**src/rtl/acc_neg_pkg.sv**
```systemverilog
package acc_neg_pkg;

  typedef enum logic [1:0] {
    SCALE_NONE = 2'b00,
    SCALE_DOWN = 2'b01,
    SCALE_UP   = 2'b10,
    SCALE_RSVD = 2'b11
  } scale_mode_e;

  localparam int CC_W   = 8;
  localparam int CC_S   = 7;
  localparam int CC_L   = 6;
  localparam int CC_E   = 5;
  localparam int CC_U   = 4;
  localparam int CC_N   = 3;
  localparam int CC_Z   = 2;
  localparam int CC_V   = 1;
  localparam int CC_C   = 0;

endpackage

```
**src/rtl/acc_neg_arith.sv**
```systemverilog
// Segmented two's-complement negation: invert and add one, the +1 carry
// rippling low word -> high word -> extension. The carry out of the top
// segment is 1 only when the operand (and so the result) is zero.
module acc_neg_arith #(
  parameter int EXT_W = 8,
  parameter int HI_W  = 24,
  parameter int LO_W  = 24,
  localparam int ACC_W = EXT_W + HI_W + LO_W
) (
  input  logic [ACC_W-1:0] acc_i,
  output logic [ACC_W-1:0] neg_o,
  output logic             zero_o,
  output logic             negative_o,
  output logic             ovf_o
);

  localparam int NSEG = 3;
  localparam int SEG_W [NSEG] = '{LO_W, HI_W, EXT_W};
  localparam int SEG_O [NSEG] = '{0, LO_W, LO_W + HI_W};

  logic [NSEG:0] carry;
  assign carry[0] = 1'b1;

  for (genvar g = 0; g < NSEG; g++) begin : g_seg
    logic [SEG_W[g]:0] sum;
    assign sum = {1'b0, ~acc_i[SEG_O[g] +: SEG_W[g]]}
               + {{SEG_W[g]{1'b0}}, carry[g]};
    assign neg_o[SEG_O[g] +: SEG_W[g]] = sum[SEG_W[g]-1:0];
    assign carry[g+1] = sum[SEG_W[g]];
  end

  assign zero_o     = carry[NSEG];
  assign negative_o = neg_o[ACC_W-1];
  // Only the most negative value keeps its sign bit after negation.
  assign ovf_o      = acc_i[ACC_W-1] & neg_o[ACC_W-1];

endmodule

```
**src/rtl/acc_neg_flags.sv**
```systemverilog
// Scaling-dependent extension-in-use and unnormalized flags.
module acc_neg_flags #(
  parameter int EXT_W = 8,
  parameter int ACC_W = 56,
  localparam int FS = ACC_W - EXT_W - 1
) (
  input  logic [ACC_W-1:0]            res_i,
  input  acc_neg_pkg::scale_mode_e    scale_i,
  output logic                        ext_use_o,
  output logic                        unnorm_o
);
  import acc_neg_pkg::*;

  logic [ACC_W-1:FS-1] grp_up;
  logic [ACC_W-1:FS]   grp_none;
  logic [ACC_W-1:FS+1] grp_down;
  logic e_none, e_down, e_up;
  logic u_none, u_down, u_up;

  assign grp_up   = res_i[ACC_W-1:FS-1];
  assign grp_none = res_i[ACC_W-1:FS];
  assign grp_down = res_i[ACC_W-1:FS+1];

  assign e_none = ~((&grp_none) | ~(|grp_none));
  assign e_down = ~((&grp_down) | ~(|grp_down));
  assign e_up   = ~((&grp_up)   | ~(|grp_up));

  assign u_none = ~(res_i[FS]   ^ res_i[FS-1]);
  assign u_down = ~(res_i[FS+1] ^ res_i[FS]);
  assign u_up   = ~(res_i[FS-1] ^ res_i[FS-2]);

  always_comb begin
    unique case (scale_i)
      SCALE_DOWN: begin ext_use_o = e_down; unnorm_o = u_down; end
      SCALE_UP:   begin ext_use_o = e_up;   unnorm_o = u_up;   end
      default:    begin ext_use_o = e_none; unnorm_o = u_none; end
    endcase
  end

endmodule

```
**src/rtl/acc_neg_stage.sv**
```systemverilog
// Single valid/ready register slice.
module acc_neg_stage #(
  parameter int DW = 64
) (
  input  logic          clk,
  input  logic          rst_n,
  input  logic          in_valid,
  output logic          in_ready,
  input  logic [DW-1:0] in_data,
  output logic          out_valid,
  input  logic          out_ready,
  output logic [DW-1:0] out_data
);

  logic load;
  assign in_ready = ~out_valid | out_ready;
  assign load     = in_valid & in_ready;

  always_ff @(posedge clk or negedge rst_n) begin
    if (!rst_n) begin
      out_valid <= 1'b0;
      out_data  <= '0;
    end else begin
      if (in_ready) out_valid <= in_valid;
      if (load)     out_data  <= in_data;
    end
  end

endmodule

```
**src/rtl/acc_negate_unit.sv**
```systemverilog
module acc_negate_unit #(
  parameter int EXT_W = 8,
  parameter int HI_W  = 24,
  parameter int LO_W  = 24,
  localparam int ACC_W = EXT_W + HI_W + LO_W,
  localparam int CCW   = acc_neg_pkg::CC_W
) (
  input  logic             clk,
  input  logic             rst_n,
  input  logic             in_valid,
  output logic             in_ready,
  input  logic [ACC_W-1:0] in_acc,
  input  logic [CCW-1:0]   in_ccr,
  input  logic [1:0]       in_scale,
  output logic             out_valid,
  input  logic             out_ready,
  output logic [ACC_W-1:0] out_acc,
  output logic [CCW-1:0]   out_ccr
);
  import acc_neg_pkg::*;

  localparam int DW = ACC_W + CCW;

  logic [ACC_W-1:0] neg;
  logic             is_zero, is_neg, is_ovf;
  logic             ext_use, unnorm;
  logic [CCW-1:0]   ccr_next;
  logic [DW-1:0]    stage_out;

  acc_neg_arith #(.EXT_W(EXT_W), .HI_W(HI_W), .LO_W(LO_W)) u_arith (
    .acc_i      (in_acc),
    .neg_o      (neg),
    .zero_o     (is_zero),
    .negative_o (is_neg),
    .ovf_o      (is_ovf)
  );

  acc_neg_flags #(.EXT_W(EXT_W), .ACC_W(ACC_W)) u_flags (
    .res_i     (neg),
    .scale_i   (scale_mode_e'(in_scale)),
    .ext_use_o (ext_use),
    .unnorm_o  (unnorm)
  );

  always_comb begin
    ccr_next       = in_ccr;
    ccr_next[CC_L] = in_ccr[CC_L] | is_ovf;
    ccr_next[CC_E] = ext_use;
    ccr_next[CC_U] = unnorm;
    ccr_next[CC_N] = is_neg;
    ccr_next[CC_Z] = is_zero;
    ccr_next[CC_V] = is_ovf;
  end

  acc_neg_stage #(.DW(DW)) u_stage (
    .clk       (clk),
    .rst_n     (rst_n),
    .in_valid  (in_valid),
    .in_ready  (in_ready),
    .in_data   ({neg, ccr_next}),
    .out_valid (out_valid),
    .out_ready (out_ready),
    .out_data  (stage_out)
  );

  assign out_acc = stage_out[DW-1:CCW];
  assign out_ccr = stage_out[CCW-1:0];

endmodule

```
**config.mk**
```make
export PLATFORM = sky130hd
export DESIGN_NAME = acc_negate_unit
export DESIGN_NICKNAME = d
export VERILOG_FILES = /design/src/rtl/acc_neg_pkg.sv /design/src/rtl/acc_neg_arith.sv /design/src/rtl/acc_neg_flags.sv /design/src/rtl/acc_neg_stage.sv /design/src/rtl/acc_negate_unit.sv
export SDC_FILE = /design/constraint.sdc
export NUM_CORES = 1
export LEC_CHECK = 0
export ABC_AREA = 0
export BUFFER_PORTS_ARGS = -buffer_cell sky130_fd_sc_hd__buf_2
export CORE_MARGIN = 2
export CORE_UTILIZATION = 25
export CTS_CLUSTER_SIZE = 25
export DETAILED_ROUTE_END_ITERATION = 6
export SYNTH_ARGS = -nofsm -noshare
export SYNTH_HDL_FRONTEND = slang
export SYNTH_SLANG_ARGS = --single-unit
export TNS_END_PERCENT = 10
```
**constraint.sdc**
```tcl
create_clock -name clk -period 3.9 [get_ports clk]
set_input_delay 0.78 -clock clk [delete_from_list [all_inputs] [get_ports clk]]
set_output_delay 0.78 -clock clk [all_outputs]
set_load 0.01 [all_outputs]
```
After elaboration in Yosys (flattened, before gate mapping)
Cells that the tools add are included.
{"block": "classes", "n_mux": 2, "bitwise_logic": 23, "addsub": 3, "n_reduce_logical": 6, "n_eq_ne": 2}
{"operator": "24-bit inverter", "n": 2}
{"operator": "24-bit by 1-bit adder with 25-bit output", "n": 1}
{"operator": "24-bit by 1-bit adder with 25-bit output, second input constant", "n": 1}
{"operator": "1-bit inverter", "n": 10}
{"operator": "10-bit AND reduction", "n": 1}
{"operator": "10-bit OR reduction", "n": 1}
{"operator": "8-bit by 1-bit adder with 9-bit output", "n": 1}
{"operator": "9-bit AND reduction", "n": 1}
{"operator": "9-bit OR reduction", "n": 1}
{"operator": "8-bit inverter", "n": 1}
{"operator": "8-bit AND reduction", "n": 1}
{"operator": "8-bit OR reduction", "n": 1}
{"operator": "1-bit OR", "n": 5}
{"operator": "1-bit case mux with 2 select lines", "n": 2}
{"operator": "1-bit XOR", "n": 3}
{"operator": "1-bit bitwise AND", "n": 2}
{"operator": "2-bit by 1-bit == test with 1-bit output, second input constant", "n": 1}
{"operator": "2-bit == test, second input constant", "n": 1}
{"block": "totals", "word_cells": 38, "reg_bits": 65, "in_bits": 70}

Logic depth before layout (Yosys ltp)
{"block": "logic_depth", "depth_word": 9, "depth_mapped": 22, "depth_no_buf": 21}

Cells and area by module
From an unflattened synthesis, not the netlist that was laid out.
{"block": "hier_totals", "hier_cells": 314, "area_unflattened_um2": 3953.8}
{"module": "acc_neg_stage", "n_inst": 1, "cells_each": 138, "seq_area_each_um2": 1626.6, "area_per_inst_um2": 2671.3}
{"module": "acc_neg_arith", "n_inst": 1, "cells_each": 146, "seq_area_each_um2": 0.0, "area_per_inst_um2": 1057.3}
{"module": "acc_neg_flags", "n_inst": 1, "cells_each": 29, "seq_area_each_um2": 0.0, "area_per_inst_um2": 219.0}
{"module": "acc_negate_unit", "n_inst": 1, "cells_each": 1, "seq_area_each_um2": 0.0, "area_per_inst_um2": 6.3}

Worst setup path after synthesis
OpenSTA, ideal clock, no wires.
{"block": "synth_path", "path_type": "input to register", "startpoint": "in in_acc[0]", "endpoint": "reg u_stage.out_data[5]", "path_buffers": 1, "setup_time_ns": 0.126, "slack_ns": -1.676, "path_stages": 22, "arrival_time_ns": 5.450, "path_cell_list": "inv_1 -> ha_1 -> nor3b_1 -> and3_1 -> nand3_1 -> nor3_1 -> ha_1 -> ha_1 -> nand3_1 -> or2_2 -> clkbuf_1 -> nor3_1 -> nor3b_1 -> ha_1 -> or4b_2 -> nor2_1 -> ha_1 -> nand4b_1 -> or3_1 -> o21ai_0 -> a221oi_1 -> a221o_1"}
{"block": "synth_between", "elab_chain_cells": 9, "word_cells_on_any_way": 20}
{"item": "start, declared", "line": "acc_negate_unit.sv:12", "rtl": "input logic [ACC_W-1:0] in_acc,"}
{"item": "24-bit inverter (*)", "line": "acc_neg_arith.sv:26", "rtl": "assign sum = {1'b0, ~acc_i[SEG_O[g] +: SEG_W[g]]}"}
{"item": "24-bit by 1-bit adder with 25-bit output (*) (2 in a row)", "line": "acc_neg_arith.sv:27", "rtl": "+ {{SEG_W[g]{1'b0}}, carry[g]};"}
{"item": "8-bit by 1-bit adder with 9-bit output", "line": "acc_neg_arith.sv:27"}
{"item": "10-bit OR reduction, or another cell as far along", "line": "acc_neg_flags.sv:26", "rtl": "assign e_up = ~((&grp_up) | ~(|grp_up));"}
{"item": "1-bit inverter, on equally long branches", "line": "acc_neg_flags.sv:26, acc_neg_flags.sv:24, acc_neg_flags.sv:25"}
{"item": "1-bit OR, on equally long branches", "line": "acc_neg_flags.sv:26, acc_neg_flags.sv:24, acc_neg_flags.sv:25"}
{"item": "1-bit inverter, on equally long branches", "line": "acc_neg_flags.sv:26, acc_neg_flags.sv:24, acc_neg_flags.sv:25"}
{"item": "1-bit case mux with 2 select lines (*)", "line": "acc_neg_flags.sv:33", "rtl": "unique case (scale_i)"}
{"item": "end signal, assigned", "line": "acc_neg_stage.sv:25", "rtl": "if (load) out_data <= in_data;"}
{"item": "end, declared", "line": "acc_neg_stage.sv:12", "rtl": "output logic [DW-1:0] out_data"}
Every way passes the cells marked *; elsewhere a longest branch is shown, timed or not.
A chain may end at the register's enable or synchronous reset.

Worst setup path after layout
Ends and elaborated chain as after synthesis.

==> impl_metrics.env <==
export IMPL_drc=0
export IMPL_final_cell_count_no_fill=770
export IMPL_slew_headroom_pct=42.2
export IMPL_synth_top_area_cell="dfrtp_1"
export IMPL_max_freq_ghz=0.222
export IMPL_syn_nets=463
export IMPL_ys_types=45
export IMPL_path_clk_slew_ns=0.05
export IMPL_rr_endpoint="u_stage.out_data[5]"
export IMPL_regArea_mm2=0.00160
export IMPL_end_kind="register"
export IMPL_status="finished, violations left"
export IMPL_insertion_delay_ns=0.33
export IMPL_clk_path_buf_depth=2
export IMPL_final_max_slew_viol_count=0
export IMPL_cp_arrival_ns=4.72
export IMPL_cpMaxStageDelayCell="or4b_4"
export IMPL_drtPass1Iterations=4
export IMPL_die_w_um=123
export IMPL_post_drt_wl_per_cell_um=12.8
export IMPL_powerDensity_mw_per_mm2=359
export IMPL_rsz0062_at_grt="yes"
export IMPL_ir_drop_v=0.000170
export IMPL_reg2reg_from="u_stage.out_valid"
export IMPL_synth_seq_cells=64
export IMPL_synthTopCellsByCount="68 x nand2_1, 64 x dfrtp_1, 50 x o21ai_0, 26 x xor2_1"
export IMPL_power_mw=1.95
export IMPL_die_y_um=123
export IMPL_r2r_cells=6
export IMPL_antenna_found_initial=0
export IMPL_core_rowCount=43
export IMPL_crit_cells=22
export IMPL_min_period_ns=4.50
export IMPL_dpl_hpwl_um=7550
export IMPL_dr_total_vias=3412
export IMPL_synth_edff_count=0
export IMPL_gp_congestion=0.861
export IMPL_synth_compound_area_share_pct=10.7
export IMPL_critPathLaunchType="input pin"
export IMPL_synth_top_area_share_pct=45.1
export IMPL_synthArstFlopShare_pct=100
export IMPL_synth_top_family_by_area="simple AND/OR/NAND/NOR gates"
export IMPL_cts_tree="built"
export IMPL_fp_dieArea_mm2=0.0152
export IMPL_grt_pass1_wl_um=16000
export IMPL_syn_instance_count=383
export IMPL_yosysMostFrequentCell="nand2_1"
export IMPL_synthTopCellsByArea="dfrtp_1 45%, nand2_1 7.2%, o21ai_0 7.1%"
export IMPL_areaGrowthSynthToFinish_pct=52.5
export IMPL_synth_seq_area_share_pct=45.1
export IMPL_finalHoldViolCount=0
export IMPL_finalWorstSetupSlack_ns=-0.604
export IMPL_fillers=1408
export IMPL_synth_cell_area_mm2=0.00355
export IMPL_hold_path_depth=2
export IMPL_grt_overflow=0
export IMPL_placed_area_mm2=0.00504
export IMPL_grtUsageTotal_pct=13.7
export IMPL_synth_adder_area_share_pct=3.53
export IMPL_syn_area_per_cell_um2=9.26
export IMPL_numCtsBuffers=9
export IMPL_avgViaCountPerCell=4.43
export IMPL_synthFlopType="dfrtp_1"
export IMPL_hold_path_endpoint="u_stage.out_data[34]"
export IMPL_cts_htree_levels=3
export IMPL_n_antenna_cell=0
export IMPL_fin_skew_ns=0.00422
export IMPL_routed_wl_um=9860
export IMPL_core_region_area_mm2=0.0139
export IMPL_port_buffer_count=130
export IMPL_io_pins=136
export IMPL_period_share_pct=115
export IMPL_crit_family="simple AND/OR/NAND/NOR gates"
export IMPL_cpPeakStageDelay_ns=0.47
export IMPL_synth_warning_count=0
export IMPL_cp_required_ns=4.11
export IMPL_fin_area_mm2=0.00541
export IMPL_r2r_setup_slack_ns=1.91
export IMPL_multiInputGateArea_mm2=0.00199
export IMPL_drt_initial_drc_count=124
export IMPL_p_leak_nw=2.65
export IMPL_first_global_vias=3409
export IMPL_grt_max_degree=92
export IMPL_fin_nets=668
export IMPL_start_util_pct=25.6
export IMPL_dp_cells=755
export IMPL_root_buffer="clkbuf_16"
export IMPL_path_class="input pin to register"
export IMPL_cap_violations=0
export IMPL_crit_buf_inv=3
export IMPL_violations="negative setup slack"
export IMPL_path_cells="buf_8, inv_4, ha_4, nor3b_4, and3_4, nand3_4, nor3_2, ha_2, ha_4, nand3_2, or2_4, nor3_4, nor3b_2, ha_2, or4b_4, nor2_2, ha_1, nand4b_1, or3_4, inv_1, mux2i_1, a221o_1"
export IMPL_timing_hold_ws_ns=0.473
export IMPL_antenna_left=0
export IMPL_crit_path_max_fanout=3
export IMPL_drive_gt1_share_pct=44.2
export IMPL_clock_sinks=64
export IMPL_worst_pin_slew_ns=0.866
export IMPL_hp_start="u_stage.out_data[34]"
export IMPL_hold_class="register to register"
export IMPL_synth_mux_area_share_pct=3.77
export IMPL_finalSetupViolCount=1
export IMPL_synthSimpleGateAreaFrac_pct=21.4
export IMPL_yosys_area_share_xor_xnor_pct=12.0
## registers in the layout (all words and copies together) (netlist names)
register,count
u_stage.out_valid,1
u_stage.out_data,63
## stage by stage
step | util [%] | setup TNS, ns | worst slack [ns]
floorplan | - | -3.19 | -1.16
CTS | 38.7 | -0.719 | -0.607
global placement | 36.3 | -5.40 | -1.23
detailed placement | 36.3 | -6.73 | -1.35
global route | 39.0 | -1.23 | -0.851
finish | 39.0 | -0.604 | -0.604
## where the power goes
part | internal (mW) | leakage [nW] | switching [mW]
registers | 0.753 | 0.783 | 0.0432
logic | 0.196 | 1.74 | 0.223
clock network | 0.453 | 0.130 | 0.277
## cells in the final DEF, fill, tap and decap left out, types with 3 or more instances in the layout
cell / count
nor2_1: 18
nand2_1: 67
ha_1: 5
or3_1: 4
clkbuf_16: 9
nand3_1: 4
o21ai_0: 48
buf_6: 3
dfrtp_1: 64
buf_4: 80
and3_1: 3
mux2_2: 10
buf_2: 126
ha_4: 3
nor3_1: 14
nor4b_1: 3
nand2b_1: 5
xor2_1: 26
xnor2_1: 19
nor4_1: 8
o31ai_1: 4
inv_1: 12
a21oi_1: 3
## final cells by class
| cell class | instances | area share, % |
|---|---|---|
| Clock buffer | 12 | 4.74 |
| Clock inverter | 1 | 0.0925 |
| Inverter | 14 | 1.06 |
| Multi-Input combinational cell | 289 | 36.7 |
| Sequential cell | 64 | 29.6 |
| Tap cell | 180 | 4.16 |
| Timing Repair Buffer | 210 | 23.7 |
## worst max-delay path by stage
| stage | to | from |
|---|---|---|
| after floorplan | u_stage.out_data[5] | in_acc[0] |
| after global placement | u_stage.out_data[5] | in_acc[0] |
| after detailed placement | u_stage.out_data[5] | in_acc[0] |
| after CTS | u_stage.out_data[5] | in_acc[0] |
| after global routing | u_stage.out_data[5] | in_acc[1] |
| final | u_stage.out_data[5] | in_acc[0] |
## worst min-delay path, cell delays in order (launching register included)
cell     delay (ns)
dfrtp_1        0.33
nand2_1        0.05
o21ai_0        0.06
## per-layer routing
layer / track usage (%) / part of all wire, % / up-vias
met1: 16.6 / 44 / 1608
met2: 22.4 / 49 / 76
met4: 6.46 / 1.4 / 0
met3: 3.97 / 5.7 / 8
met5: 0 / 0 / -
li1: - / - / 1720
## kinds of logic after synthesis
group	after synthesis
AOI/OAI and AO/OA	67
xor gates and xnor gates	47
adders and majority gates	10
buffers and inverters	30
DFF	64
muxes	12
and+or+nand+nor	153
## timing repair
action,CTS,global route
resized for setup,14,8
endpoints found under the setup margin,10,8
cloned,0,0
buffers inserted,2,0
hold buffers,0,0
pin swaps,11,3
(Power assumes the default switching activity.)
